$ cat src/rtl/secded_pkg.sv
package secded_pkg;

  typedef enum logic [1:0] {
    RD_CLEAN = 2'd0,
    RD_FIXED = 2'd1,
    RD_FATAL = 2'd2
  } rd_kind_e;

  // number of Hamming check bits needed for dw data bits
  function automatic int chk_bits(input int dw);
    int p;
    p = 1;
    while ((1 << p) < dw + p + 1) p++;
    return p;
  endfunction

  function automatic bit is_pow2(input int v);
    return (v != 0) && ((v & (v - 1)) == 0);
  endfunction

  // codeword position of data bit j (positions that are not powers of two)
  function automatic int data_pos(input int j);
    int seen;
    int res;
    seen = 0;
    res  = 0;
    for (int p = 3; p < 4096; p++) begin
      if (!is_pow2(p) && res == 0) begin
        if (seen == j) res = p;
        seen++;
      end
    end
    return res;
  endfunction

endpackage

$ cat src/rtl/secded_enc.sv
module secded_enc #(
  parameter int DATA_W = 32,
  parameter int CHK_W  = secded_pkg::chk_bits(DATA_W),
  parameter int CODE_W = DATA_W + CHK_W + 1
) (
  input  logic [DATA_W-1:0] data_i,
  output logic [CODE_W-1:0] code_o
);

  function automatic logic [CODE_W-1:0] cover_mask(input int k);
    logic [CODE_W-1:0] m;
    m = '0;
    for (int i = 1; i < CODE_W; i++) m[i] = ((i >> k) & 1) == 1;
    return m;
  endfunction

  logic [CODE_W-1:0] body;
  logic [CHK_W-1:0]  chk;

  assign body[0] = 1'b0;

  for (genvar j = 0; j < DATA_W; j++) begin : g_data
    localparam int POS = secded_pkg::data_pos(j);
    assign body[POS]   = data_i[j];
    assign code_o[POS] = data_i[j];
  end

  for (genvar k = 0; k < CHK_W; k++) begin : g_chk
    localparam logic [CODE_W-1:0] COVER = cover_mask(k);
    assign body[1 << k]   = 1'b0;
    assign chk[k]         = ^(body & COVER);
    assign code_o[1 << k] = chk[k];
  end

  assign code_o[0] = ^{chk, data_i};

endmodule

$ cat src/rtl/secded_dec.sv
module secded_dec #(
  parameter int DATA_W = 32,
  parameter int CHK_W  = secded_pkg::chk_bits(DATA_W),
  parameter int CODE_W = DATA_W + CHK_W + 1
) (
  input  logic [CODE_W-1:0]     code_i,
  output logic [DATA_W-1:0]     data_o,
  output secded_pkg::rd_kind_e  kind_o
);

  localparam int LAST = CODE_W - 1;

  function automatic logic [CODE_W-1:0] cover_mask(input int k);
    logic [CODE_W-1:0] m;
    m = '0;
    for (int i = 1; i < CODE_W; i++) m[i] = ((i >> k) & 1) == 1;
    return m;
  endfunction

  logic [CHK_W-1:0]  syn;
  logic              par_odd;
  logic [CODE_W-1:0] flip;
  logic [CODE_W-1:0] fixed;

  for (genvar k = 0; k < CHK_W; k++) begin : g_syn
    localparam logic [CODE_W-1:0] COVER = cover_mask(k);
    assign syn[k] = ^(code_i & COVER);
  end

  assign par_odd = ^code_i;

  for (genvar i = 0; i < CODE_W; i++) begin : g_flip
    assign flip[i] = par_odd && (syn == CHK_W'(i));
  end

  assign fixed = code_i ^ flip;

  for (genvar j = 0; j < DATA_W; j++) begin : g_out
    localparam int POS = secded_pkg::data_pos(j);
    assign data_o[j] = fixed[POS];
  end

  always_comb begin
    kind_o = secded_pkg::RD_CLEAN;
    if (par_odd) begin
      if (int'(syn) > LAST) kind_o = secded_pkg::RD_FATAL;
      else                  kind_o = secded_pkg::RD_FIXED;
    end else if (syn != '0) begin
      kind_o = secded_pkg::RD_FATAL;
    end
  end

endmodule

$ cat src/rtl/secded_flush.sv
module secded_flush (
  input  logic clk_i,
  input  logic rst_i,
  input  logic hit_i,
  input  logic busy_i,
  output logic req_o
);

  always_ff @(posedge clk_i) begin
    if (rst_i) req_o <= 1'b0;
    else       req_o <= hit_i || (req_o && busy_i);
  end

endmodule

$ cat src/rtl/secded_sat_cnt.sv
module secded_sat_cnt #(
  parameter int W = 8
) (
  input  logic         clk_i,
  input  logic         rst_i,
  input  logic         inc_i,
  output logic [W-1:0] cnt_o
);

  localparam logic [W-1:0] TOP = '1;

  always_ff @(posedge clk_i) begin
    if (rst_i)                     cnt_o <= '0;
    else if (inc_i && cnt_o != TOP) cnt_o <= cnt_o + 1'b1;
  end

endmodule

$ cat src/rtl/secded_guard.sv
module secded_guard #(
  parameter  int DATA_W = 32,
  parameter  int CNT_W  = 8,
  localparam int CHK_W  = secded_pkg::chk_bits(DATA_W),
  localparam int CODE_W = DATA_W + CHK_W + 1
) (
  input  logic              clk_i,
  input  logic              rst_i,
  input  logic [DATA_W-1:0] wr_data_i,
  output logic [CODE_W-1:0] wr_code_o,
  input  logic              rd_valid_i,
  input  logic [CODE_W-1:0] rd_code_i,
  output logic [DATA_W-1:0] rd_data_o,
  output logic              err_corr_o,
  output logic              err_uncorr_o,
  input  logic              flush_en_i,
  input  logic              cache_busy_i,
  output logic              flush_req_o,
  output logic [CNT_W-1:0]  corr_cnt_o,
  output logic [CNT_W-1:0]  uncorr_cnt_o
);

  secded_pkg::rd_kind_e kind;

  secded_enc #(.DATA_W(DATA_W), .CHK_W(CHK_W), .CODE_W(CODE_W)) u_enc (
    .data_i (wr_data_i),
    .code_o (wr_code_o)
  );

  secded_dec #(.DATA_W(DATA_W), .CHK_W(CHK_W), .CODE_W(CODE_W)) u_dec (
    .code_i (rd_code_i),
    .data_o (rd_data_o),
    .kind_o (kind)
  );

  assign err_corr_o   = rd_valid_i && (kind == secded_pkg::RD_FIXED);
  assign err_uncorr_o = rd_valid_i && (kind == secded_pkg::RD_FATAL);

  secded_flush u_flush (
    .clk_i  (clk_i),
    .rst_i  (rst_i),
    .hit_i  (flush_en_i && (err_corr_o || err_uncorr_o)),
    .busy_i (cache_busy_i),
    .req_o  (flush_req_o)
  );

  secded_sat_cnt #(.W(CNT_W)) u_cnt_corr (
    .clk_i (clk_i),
    .rst_i (rst_i),
    .inc_i (err_corr_o),
    .cnt_o (corr_cnt_o)
  );

  secded_sat_cnt #(.W(CNT_W)) u_cnt_uncorr (
    .clk_i (clk_i),
    .rst_i (rst_i),
    .inc_i (err_uncorr_o),
    .cnt_o (uncorr_cnt_o)
  );

endmodule

$ cat config.mk
export PLATFORM = sky130hd
export DESIGN_NAME = secded_guard
export DESIGN_NICKNAME = d
export VERILOG_FILES = /design/src/rtl/secded_pkg.sv /design/src/rtl/secded_enc.sv /design/src/rtl/secded_dec.sv /design/src/rtl/secded_flush.sv /design/src/rtl/secded_sat_cnt.sv /design/src/rtl/secded_guard.sv
export SDC_FILE = /design/constraint.sdc
export NUM_CORES = 1
export LEC_CHECK = 0
export BUFFER_PORTS_ARGS = -buffer_cell sky130_fd_sc_hd__buf_2
export CORE_ASPECT_RATIO = 0.9
export CORE_MARGIN = 1
export CORE_UTILIZATION = 49
export CTS_CLUSTER_SIZE = 12
export DETAILED_ROUTE_END_ITERATION = 8
export PLACE_DENSITY = 0.95
export SLEW_MARGIN = 20
export SYNTH_ARGS = -nofsm -noshare
export SYNTH_HDL_FRONTEND = slang
export SYNTH_SLANG_ARGS = --single-unit
$ cat constraint.sdc
create_clock -name clk_i -period 13.5 [get_ports clk_i]
set_input_delay 3.375 -clock clk_i [delete_from_list [all_inputs] [get_ports clk_i]]
set_output_delay 3.375 -clock clk_i [all_outputs]
set_load 0.02 [all_outputs]
After elaboration in Yosys (flattened, before gate mapping). Cells that the tools add are included. Widths: inputs -> output; s select.

Add/sub/neg operators: 2. Bitwise logic cells: 1. Reduce and logical (&&, ||, !) cells: 63. Multiplexer cells: 3. Equal/unequal tests: 42. $lt $le $gt $ge: 1.

Operators with widths (number): $reduce_xor 39->1 (13); $eq 6x5->1 const B (16); $eq 6x4->1 const B (8); $logic_and 1x1->1 (45); $eq 6x6->1 const B (7); $xor 39x39->39 (1); $reduce_xor 38->1 (1); $eq 6x3->1 const B (4); $add 8x1->8 const B (2); $ne 8x8->1 const B (2); $eq 6x2->1 const B (2); $eq 6x1->1 const B (1); $gt 6x6->1 const B (1); $logic_not 6->1 (1); $mux 2 (3); $reduce_bool 6->1 (1); $eq 2x1->1 const B (1); $eq 2x2->1 const B (1); $logic_or 1x1->1 (2).

Logic and storage cells: 115. Output and inout port bits: 90. Input port bits: 76. Register bits: 17.

Depth between registers and ports, before layout. Gate-level depths: netlist (run 1).

Depth in word-level cells: 9. Gate-level depth with buffers: 12. Gate-level depth less buffers: 9.

Modules after synthesis. Synthesis (run 1) repeated with hierarchy kept, for this count alone.

Cell total of the unflattened synthesis: 346. Area, all modules: 3146.8 um2.

Modules (own cells, without submodules): secded_dec (sequential area each 0.0 um2, cells each 153, area an instance 1341.3 um2, instances 1); secded_enc (sequential area each 0.0 um2, cells each 93, area an instance 883.3 um2, instances 1); secded_sat_cnt (sequential area each 160.2 um2, cells each 46, area an instance 430.4 um2, instances 2); secded_guard (sequential area each 0.0 um2, cells each 5, area an instance 32.5 um2, instances 1); secded_flush (sequential area each 20.0 um2, cells each 3, area an instance 28.8 um2, instances 1).

Worst setup path before layout (run 1). OpenSTA, ideal clock, no wires.

Path type: input to output. Start point: in rd_code_i[11]. End point: out rd_data_o[8]. Buffers on the path: 1. Arrival: 5679 ps. Path slack: 4446 ps. Stages on the path: 9. Required time: 10125 ps. Cell sequence: xor2_2 xor3_1 xnor3_1 xor2_1 or3_1 buf_2 nor2_1 nand2_1 xnor2_1.

Longest elaborated chain between the ends: 4. Elaborated cells on any way between the ends: 7. Classes of those cells: 1 x eq/ne; 1 x bitwise; 5 x reduce/logical.

Ends and longest elaborated chain: start, declared (line secded_guard.sv:12) `input logic [CODE_W-1:0] rd_code_i,`; $reduce_xor 39->1 (line secded_dec.sv:27) `assign syn[k] = ^(code_i & COVER);`; $eq 6x4->1 (line secded_dec.sv:33) `assign flip[i] = par_odd && (syn == CHK_W'(i));`; $logic_and 1x1->1 (*) (line secded_dec.sv:33); $xor 39x39->39 (*) (line secded_dec.sv:36) `assign fixed = code_i ^ flip;`; end, declared (line secded_guard.sv:13) `output logic [DATA_W-1:0] rd_data_o,`.

Every way passes the cells marked *; elsewhere a longest branch is shown, timed or not.

Final worst setup path (run 1).
Start point: in rd_code_i[15]. End point: out rd_data_o[28].

Longest elaborated chain between the ends: 4. Elaborated cells on any way between the ends: 8. Classes of those cells: 1 x eq/ne; 1 x bitwise; 6 x reduce/logical.

Ends and longest elaborated chain (line): $reduce_xor 39->1 (secded_dec.sv:27); $eq 6x6->1 (secded_dec.sv:33); $logic_and 1x1->1 (*) (secded_dec.sv:33); $xor 39x39->39 (*) (secded_dec.sv:36).

Marked as above.

==> flow_metrics.tcl, run 1 <==
set metrics [dict create \
    total_leakage_power_uw 0.00156 \
    grt_antenna_before_repair 0 \
    rsz_0062_raised_after_global_routing "no" \
    worst_ep_required_time_ns 10.12 \
    yosys_warnings 0 \
    nNetsFinal 563 \
    r2r-end "u_cnt_uncorr.cnt_o[3]" \
    critical-path-top-delay-family "XOR/XNOR gates" \
    drt-wirelength-per-cell_um 14.2 \
    detail_route.drc_violations 0 \
    final-max-slew-violation-count 0 \
    path_cells "buf_2 > xor2_2 > xor3_1 > xnor3_1 > xor2_1 > nand3_1 > or2_2 > nor2_1 > xor2_1 > buf_2" \
    fin_total_pwr_uw 547 \
    number_of_sinks_on_the_clock_net 17 \
    cts-resized-gates 0 \
    finalCritPeriodShare 0.701 \
    synth.yosys.seq_area_share 0.119 \
    port_buffers 165 \
    syn_area_um2 2870 \
    coreArea_um2 5660 \
    timing.hold.worst_endpoint "u_flush.req_o" \
    placementRows 26 \
    detailedRoute.firstPassIterationCount 4 \
    final_layout_size_suffix_gt1_frac 0.364 \
    synth.net_count 431 \
    grtUsageTotal 0.252 \
    areaGrowthSynthToFinish_pct 23.3 \
    timing.hold.worst.start "u_flush.req_o" \
    syn_inst 353 \
    power_per_cell_area_nw_per_um2 155 \
    setup.worst_path.end_class "output port" \
    worst-path-buf-inv 2 \
    synth.lib_cells_used.distinct 40 \
    hold_depth 2 \
    delay_of_the_slowest_cell_on_the_worst_path_ns 0.44 \
    grt_remaining_overflow 0 \
    worstMarginPinSlew_ns 0.936 \
    timing.max_slew.rel_slack 0.368 \
    timing.max_cap.violations 0 \
    critical_path_class "input pin to output port" \
    clock_tree_from_tritoncts "built" \
    insertion_delay_to_the_later_sink_of_the_worst_skew_pair_ns 0.25 \
    worst_hold_path_type "flip-flop to flip-flop" \
    timing.critical_path.arrival_ns 6.09 \
    critical_path.slowest_cell "xnor3_1" \
    timing.final.ws_setup_ns 4.04 \
    chipHeight_um 74.6 \
    crit_path_start_kind "input pin" \
    finalSetupTns_ns 0 \
    hold_buffers 0 \
    flip_flop_cell_with_the_highest_count_after_synthesis "dfxtp_1" \
    r2r_cells 7 \
    dr.first_iter.drc_count 81 \
    pin_count_of_the_biggest_net_entering_global_routing 18 \
    status "complete, no violations" \
    num_io_pins 166 \
    finalSetupViolCount 0 \
    drt_wl_total_um 7880 \
    via_total_after_detailed_routing 2816 \
    die_width_um 82.7 \
    post_cts_buffers 0 \
    synthesized_flop_and_latch_total 17 \
    final_antenna_net_count 0 \
    globalplace.congestion 0.940 \
    highest_count_cells_in_the_layout_ignoring_fill_and_taps "buf_2, xnor2_1, nor2_1, nand2_1, xor2_1" \
    worst-path-max-fanout 4 \
    root_buffer_selected_by_cts "clkbuf_8" \
    maximum_level_of_the_cts_h_tree 1 \
    final_hold_viol_count 0 \
    worst_reg2reg_path_startpoint "u_cnt_uncorr.cnt_o[0]" \
    peakVddDrop_uv 188 \
    worst_clock_skew_ns 0.00103 \
    clock_pin_transition_on_the_worst_setup_and_hold_timing_paths_ns 0.06 \
    final.min_clock_period_ns 9.46 \
    place_ws_ns 4.08 \
    timing.reg2reg.setup_slack_ns 11.64 \
    wire_length_of_the_first_global_routing_pass_um 11700 \
    post-dp-hpwl_um 6790 \
    floorplan.initialDensity 0.507 \
    async_reset_ff_frac 0 \
    fmax_mhz 106 \
    antenna-diode-count 0 \
    clockBufferDepth 2 \
    first_global_vias 2650 \
    die_area_um2 6170 \
    synth_enable_flop_cells 0 \
    final_cells 554 \
    most_common_cell_after_layout_fill_and_taps_aside "buf_2" \
    place.detailed.instances 550 \
    numCtsBuffers 3 \
    viasPerCell 5.08 \
    postSynthAreaPerCell_um2 8.13 \
]
[kinds of logic after synthesis]
family	count (synthesis)	synth area share
AO/OA/AOI/OAI	12	0.0292
adder cells (fa/ha/maj)	2	0.00871
multiplexers	1	0.00349
AND/OR/NAND/NOR	103	0.163
buffers and inverters	45	0.110
XOR/XNOR	173	0.567
flip-flops	17	0.119
[synthesized netlist by cell type (all sizes together), types with 4 or more instances]
| cell | count | area (um^2) |
|---|---|---|
| a21oi | 4 | 20.0 |
| buf | 36 | 275 |
| dfxtp | 17 | 340 |
| inv | 7 | 26.3 |
| nand2 | 34 | 128 |
| nand3 | 8 | 40.0 |
| nor2 | 34 | 128 |
| nor3 | 9 | 45.0 |
| xnor2 | 136 | 1200 |
| xnor3 | 6 | 136 |
| xor2 | 30 | 270 |
[routing by layer]
metal / vias up / routed length, um / global-route usage
met3: 29 / 433 / 0.0267
met2: 150 / 4390 / 0.521
met1: 1285 / 2790 / 0.248
met5: - / 0 / 0
met4: 0 / 271 / 0.109
li1: 1352 / - / -
[worst max path at each step]
| stage | from | slack [ns] | end | cells past startpoint |
|---|---|---|---|---|
| after global routing | rd_code_i[15] | 3.84 | rd_data_o[28] | 10 |
| final | rd_code_i[15] | 4.04 | rd_data_o[28] | 10 |
| after CTS | rd_code_i[15] | 4.07 | rd_data_o[28] | 10 |
| after floorplan | rd_code_i[11] | 4.45 | rd_data_o[8] | 9 |
| after global placement | rd_code_i[11] | 4.26 | rd_data_o[0] | 10 |
| after detailed placement | rd_code_i[15] | 4.08 | rd_data_o[28] | 10 |
[metrics by stage]
| step | cell area, um^2 | util | hold WS (ns) |
|---|---|---|---|
| after CTS | 3540 | 0.626 | 0.495 |
| after global placement | 3500 | 0.618 | 0.468 |
| after floorplan | 2870 | - | 0.579 |
| after global routing | 3540 | 0.626 | 0.538 |
| final | 3540 | 0.626 | 0.498 |
| after detailed placement | 3500 | 0.618 | 0.480 |
[cell type report]
class	count	area, um^2
clock buffers	4	45.0
fillers	482	2120
inverters	7	26.3
multi-input cells	291	2220
flip-flops and latches	17	340
well taps	70	87.6
repair buffers	165	826
[state kept, by name, indices dropped and copies added (netlist names)]
register / flops
u_cnt_uncorr.cnt_o: 8
u_cnt_corr.cnt_o: 8
u_flush.req_o: 1
[worst min-delay path: cells and delay by family, from the launching register on]
kind | cells | cell delay, ns
compound gates | 1 | 0.06
simple gates | 1 | 0.07
flops | 1 | 0.34
[power breakdown]
group	switching [uW]	total (uW)	internal, uW
sequential	5.09	59.4	54.3
combinational	273	449	176
clock	17.4	38.4	21.0
total	296	547	252
(Power assumes the default switching activity.)
==> run 2: changes to the inputs <==
CORE_UTILIZATION = 41   (was 49)
PLACE_DENSITY = 0.88   (was 0.95)
clock period = 8.06 ns   (was 13.5 ns; I/O delays follow)
==> flow_metrics.tcl, run 2 (synthesis gave the netlist of run 1 again) <==
set metrics [dict create \
    clock_tree_from_tritoncts "built" \
    root_buffer_selected_by_cts "clkbuf_8" \
    maximum_level_of_the_cts_h_tree 1 \
    nNetsFinal 563 \
    worstMarginPinSlew_ns 0.966 \
    dr.first_iter.drc_count 101 \
    placementRows 28 \
    clockBufferDepth 2 \
    grt_antenna_before_repair 0 \
    floorplan.initialDensity 0.431 \
    hold_buffers 0 \
    num_io_pins 166 \
    number_of_sinks_on_the_clock_net 17 \
    timing.max_slew.rel_slack 0.348 \
    most_common_cell_after_layout_fill_and_taps_aside "buf_2" \
    coreArea_um2 6660 \
    numCtsBuffers 3 \
    final-max-slew-violation-count 0 \
    finalCritPeriodShare 0.824 \
    worst-path-max-fanout 6 \
    finalSetupViolCount 0 \
    critical_path.slowest_cell "or3_1" \
    timing.critical_path.arrival_ns 4.63 \
    highest_count_cells_in_the_layout_ignoring_fill_and_taps "buf_2, xnor2_1, nor2_1, nand2_1, xor2_1" \
    path_cells "buf_2 > xor2_2 > xor3_1 > xnor3_1 > xor2_1 > or3_1 > nor2_1 > nand2_1 > xnor2_1 > buf_2" \
    detail_route.drc_violations 0 \
    fillCellCount 635 \
    die_width_um 90.2 \
    port_buffers 165 \
    grt_remaining_overflow 0 \
    finalSetupTns_ns 0 \
    critical_path_class "input pin to output port" \
    post-dp-hpwl_um 6600 \
    viasPerCell 4.74 \
    globalplace.congestion 0.933 \
    crit_path_start_kind "input pin" \
    insertion_delay_to_the_later_sink_of_the_worst_skew_pair_ns 0.25 \
    final_layout_size_suffix_gt1_frac 0.364 \
    worst-path-buf-inv 2 \
    status "complete, no violations" \
    final.min_clock_period_ns 6.64 \
    worst_clock_skew_ns 0.000840 \
    detailedRoute.firstPassIterationCount 4 \
    areaGrowthSynthToFinish_pct 24.2 \
    die_area_um2 7340 \
    worst_hold_path_type "flip-flop to flip-flop" \
    setup.worst_path.end_class "output port" \
    antenna-diode-count 0 \
    drt-wirelength-per-cell_um 12.9 \
    pin_count_of_the_biggest_net_entering_global_routing 18 \
    largest_registers "u_cnt_corr.cnt_o: 8 flops, u_cnt_uncorr.cnt_o: 8 flops, u_flush.req_o: 1 flops" \
    cts-resized-gates 0 \
    final_antenna_net_count 0 \
    chipHeight_um 81.4 \
    post_cts_buffers 0 \
    via_total_after_detailed_routing 2718 \
    peakVddDrop_uv 178 \
    fmax_mhz 151 \
    power_per_cell_area_nw_per_um2 251 \
    delay_of_the_slowest_cell_on_the_worst_path_ns 0.48 \
    total_leakage_power_uw 0.00156 \
    drt_wl_total_um 7390 \
    rsz_0062_raised_after_global_routing "no" \
    grtUsageTotal 0.190 \
    cpMostUsedCell "buf_2" \
    first_global_vias 2569 \
    worst_ep_required_time_ns 6.05 \
    clock_pin_transition_on_the_worst_setup_and_hold_timing_paths_ns 0.06 \
    wire_length_of_the_first_global_routing_pass_um 11300 \
    timing.max_cap.violations 0 \
    final_hold_viol_count 0 \
    critical-path-top-delay-family "XOR/XNOR gates" \
    hold_slack_ns 0.484 \
]
## run 2: cell type report
cell class / instances / area (um^2) / share of cell area
clock buffer: 4 / 45.0 / 0.0126
inverter: 7 / 26.3 / 0.00737
multi-input combinational: 291 / 2220 / 0.621
sequential: 17 / 340 / 0.0954
tap: 90 / 113 / 0.0316
timing repair buffer: 165 / 826 / 0.232
## run 2: worst reg2reg max path, delay by kind of cell (launching register included)
kind | cells | cell delay, ns
DFF | 1 | 0.36
AOI/OAI and AO/OA | 2 | 0.38
and+or+nand+nor | 3 | 0.49
adders and majority gates | 1 | 0.24
muxes | 1 | 0.21
## run 2: per-stage QoR
stage	total power [uW]	area, um^2	setup slack, ns	util	cells
2_1_floorplan	676	2870	1.73	-	353
3_3_place_gp	820	3520	1.53	0.529	570
3_5_place_dp	834	3520	1.41	0.529	570
4_1_cts	899	3570	1.41	0.536	574
5_1_grt	960	3570	1.25	0.536	574
6_report	896	3570	1.42	0.536	574
## run 2: worst paths after layout
check,slack (ns),start,cells past startpoint,end
max,1.42,rd_code_i[11],10,rd_data_o[10]
min,0.48,u_flush.req_o,2,u_flush.req_o
max reg2reg,6.26,u_cnt_uncorr.cnt_o[0],7,u_cnt_uncorr.cnt_o[1]
min reg2reg,0.48,u_flush.req_o,2,u_flush.req_o
## run 2: report_power, final
part	internal [uW]	total [uW]	switching (uW)
logic	295	734	439
clock network	35.0	62.6	27.6
registers	90.9	99.4	8.49
total	421	896	475
## run 2: layer usage
| layer | vias up | part of all wire | track usage | wire length [um] |
|---|---|---|---|---|
| met1 | 1238 | 0.36 | 0.192 | 2650 |
| met5 | - | 0 | 0 | 0 |
| met2 | 120 | 0.57 | 0.402 | 4180 |
| met4 | 0 | 0.015 | 0.0484 | 112 |
| met3 | 10 | 0.059 | 0.0337 | 438 |
| li1 | 1350 | - | - | - |
==> run 3: changes to the inputs <==
CORE_UTILIZATION = 45   (was 41)
PLACE_DENSITY = 0.91   (was 0.88)
clock period = 6.86 ns   (was 8.06 ns; I/O delays follow)
==> flow_metrics.tcl, run 3 (synthesis gave the netlist of run 1 again) <==
set metrics [dict create \
    status "complete, no violations" \
    detail_route.drc_violations 0 \
    clock_pin_transition_on_the_worst_setup_and_hold_timing_paths_ns 0.07 \
    internal_power_uw 494 \
    timing.final.ws_setup_ns 0.674 \
    antenna-diode-count 0 \
    clock_power_share 0.070 \
    final_hold_viol_count 0 \
    grtUsageTotal 0.215 \
    timing.max_slew.rel_slack 0.379 \
    peakVddDrop_uv 214 \
    highest_count_cells_in_the_layout_ignoring_fill_and_taps "buf_2, xnor2_1, nor2_1, nand2_1, xor2_1" \
    power_per_cell_area_nw_per_um2 301 \
    drt_wl_total_um 7540 \
    dr.first_iter.drc_count 93 \
    number_of_sinks_on_the_clock_net 17 \
    worst_ep_required_time_ns 5.14 \
    numCtsBuffers 3 \
    placementRows 27 \
    power_switching_uw 579 \
    final.min_clock_period_ns 6.19 \
    hold_buffers 0 \
    globalplace.congestion 0.895 \
    pwr-share-comb 0.821 \
    num_io_pins 166 \
    detailedRoute.firstPassIterationCount 4 \
    worst-path-max-fanout 8 \
    viasPerCell 4.83 \
    total_leakage_power_uw 0.00156 \
    clockBufferDepth 2 \
    worst_hold_path_type "flip-flop to flip-flop" \
    finalCritPeriodShare 0.902 \
    crit_path_start_kind "input pin" \
    wire_length_of_the_first_global_routing_pass_um 11700 \
    maximum_level_of_the_cts_h_tree 1 \
    final_layout_size_suffix_gt1_frac 0.366 \
    grt_antenna_before_repair 0 \
    insertion_delay_to_the_later_sink_of_the_worst_skew_pair_ns 0.26 \
    floorplan.initialDensity 0.467 \
    seqPwrFrac 0.108 \
    rsz_0062_raised_after_global_routing "no" \
    timing.reg2reg.setup_slack_ns 5.04 \
    fin_util 0.580 \
    fmax_mhz 162 \
    root_buffer_selected_by_cts "clkbuf_8" \
    most_common_cell_after_layout_fill_and_taps_aside "buf_2" \
    timing.critical_path.arrival_ns 4.47 \
    die_width_um 86.2 \
    critical_path_class "input pin to output port" \
    largest_registers "u_cnt_corr.cnt_o: 8 flops, u_cnt_uncorr.cnt_o: 8 flops, u_flush.req_o: 1 flops" \
    clock_tree_from_tritoncts "built" \
    post-dp-hpwl_um 6580 \
    port_buffers 165 \
    via_total_after_detailed_routing 2759 \
    setup.worst_path.end_class "output port" \
    timing.max_cap.violations 0 \
    pin_count_of_the_biggest_net_entering_global_routing 18 \
    cts-resized-gates 0 \
    worst_clock_skew_ns 0.00159 \
    die_area_um2 6700 \
    place_ws_ns 0.704 \
    grt_remaining_overflow 0 \
    place.detailed.instances 567 \
    sw_frac_of_total 0.539 \
    nNetsFinal 563 \
    finalSetupViolCount 0 \
    drt-wirelength-per-cell_um 13.2 \
    final_antenna_net_count 0 \
    finalSetupTns_ns 0 \
    areaGrowthSynthToFinish_pct 24.1 \
    final-max-slew-violation-count 0 \
    fin_total_pwr_uw 1070 \
    chipHeight_um 77.8 \
    post_cts_buffers 0 \
    coreArea_um2 6150 \
    first_global_vias 2638 \
    final_cells 571 \
    worstMarginPinSlew_ns 0.920 \
]
run 3: changes by cell type in the layout (fill, tap and decap cells not counted):
cell | previous run | this run
clkinv_2 | 0 | 1
clkbuf_1 | 1 | 0
o311ai_1 | 0 | 1
o311ai_0 | 1 | 0
run 3: power by group through the flow:
| stage | clock network (uW) | registers (uW) | logic [uW] |
|---|---|---|---|
| final | 75.7 | 116 | 881 |
| after global routing | 82.6 | 118 | 943 |
| after CTS | 77.3 | 116 | 878 |
| after detailed placement | 0 | 118 | 876 |
| after global placement | 0 | 118 | 844 |
| after floorplan | 0 | 127 | 668 |
run 3: critical path, cell delays in order:
cell     delay, ns
buf_2         0.14
xor2_2        0.26
xor3_1        0.40
xnor3_1       0.41
xnor2_2       0.29
inv_1         0.08
nor2_1        0.50
inv_1         0.13
nor2_1        0.17
xor2_1        0.18
buf_2         0.19
run 3: per-stage QoR:
step           hold slack [ns]  instance area, um^2
6_report                 0.484                 3560
3_3_place_gp             0.460                 3520
3_5_place_dp             0.470                 3520
5_1_grt                  0.536                 3560
4_1_cts                  0.488                 3560
2_1_floorplan            0.579                 2870
run 3: cell type report:
| type | instances | area, um^2 |
|---|---|---|
| Tap cell | 87 | 109 |
| Clock buffer | 3 | 41.3 |
| Sequential cell | 17 | 340 |
| Clock inverter | 1 | 5.00 |
| Timing Repair Buffer | 165 | 826 |
| Fill cell | 549 | 2580 |
| Inverter | 7 | 26.3 |
| Multi-Input combinational cell | 291 | 2220 |
run 3: path summary, 6_finish.rpt:
check	end	startpoint	cells past startpoint
setup / recovery	rd_data_o[26]	rd_code_i[15]	11
hold reg to reg	u_flush.req_o	u_flush.req_o	2
hold / removal	u_flush.req_o	u_flush.req_o	2
setup reg to reg	u_cnt_uncorr.cnt_o[1]	u_cnt_uncorr.cnt_o[0]	7
run 3: layer usage:
layer	wire length, um	global-route usage	up-vias
met5	0	0	-
met4	124	0.0700	0
met3	270	0.0128	15
met2	3840	0.391	92
met1	3310	0.266	1302
li1	-	-	1350
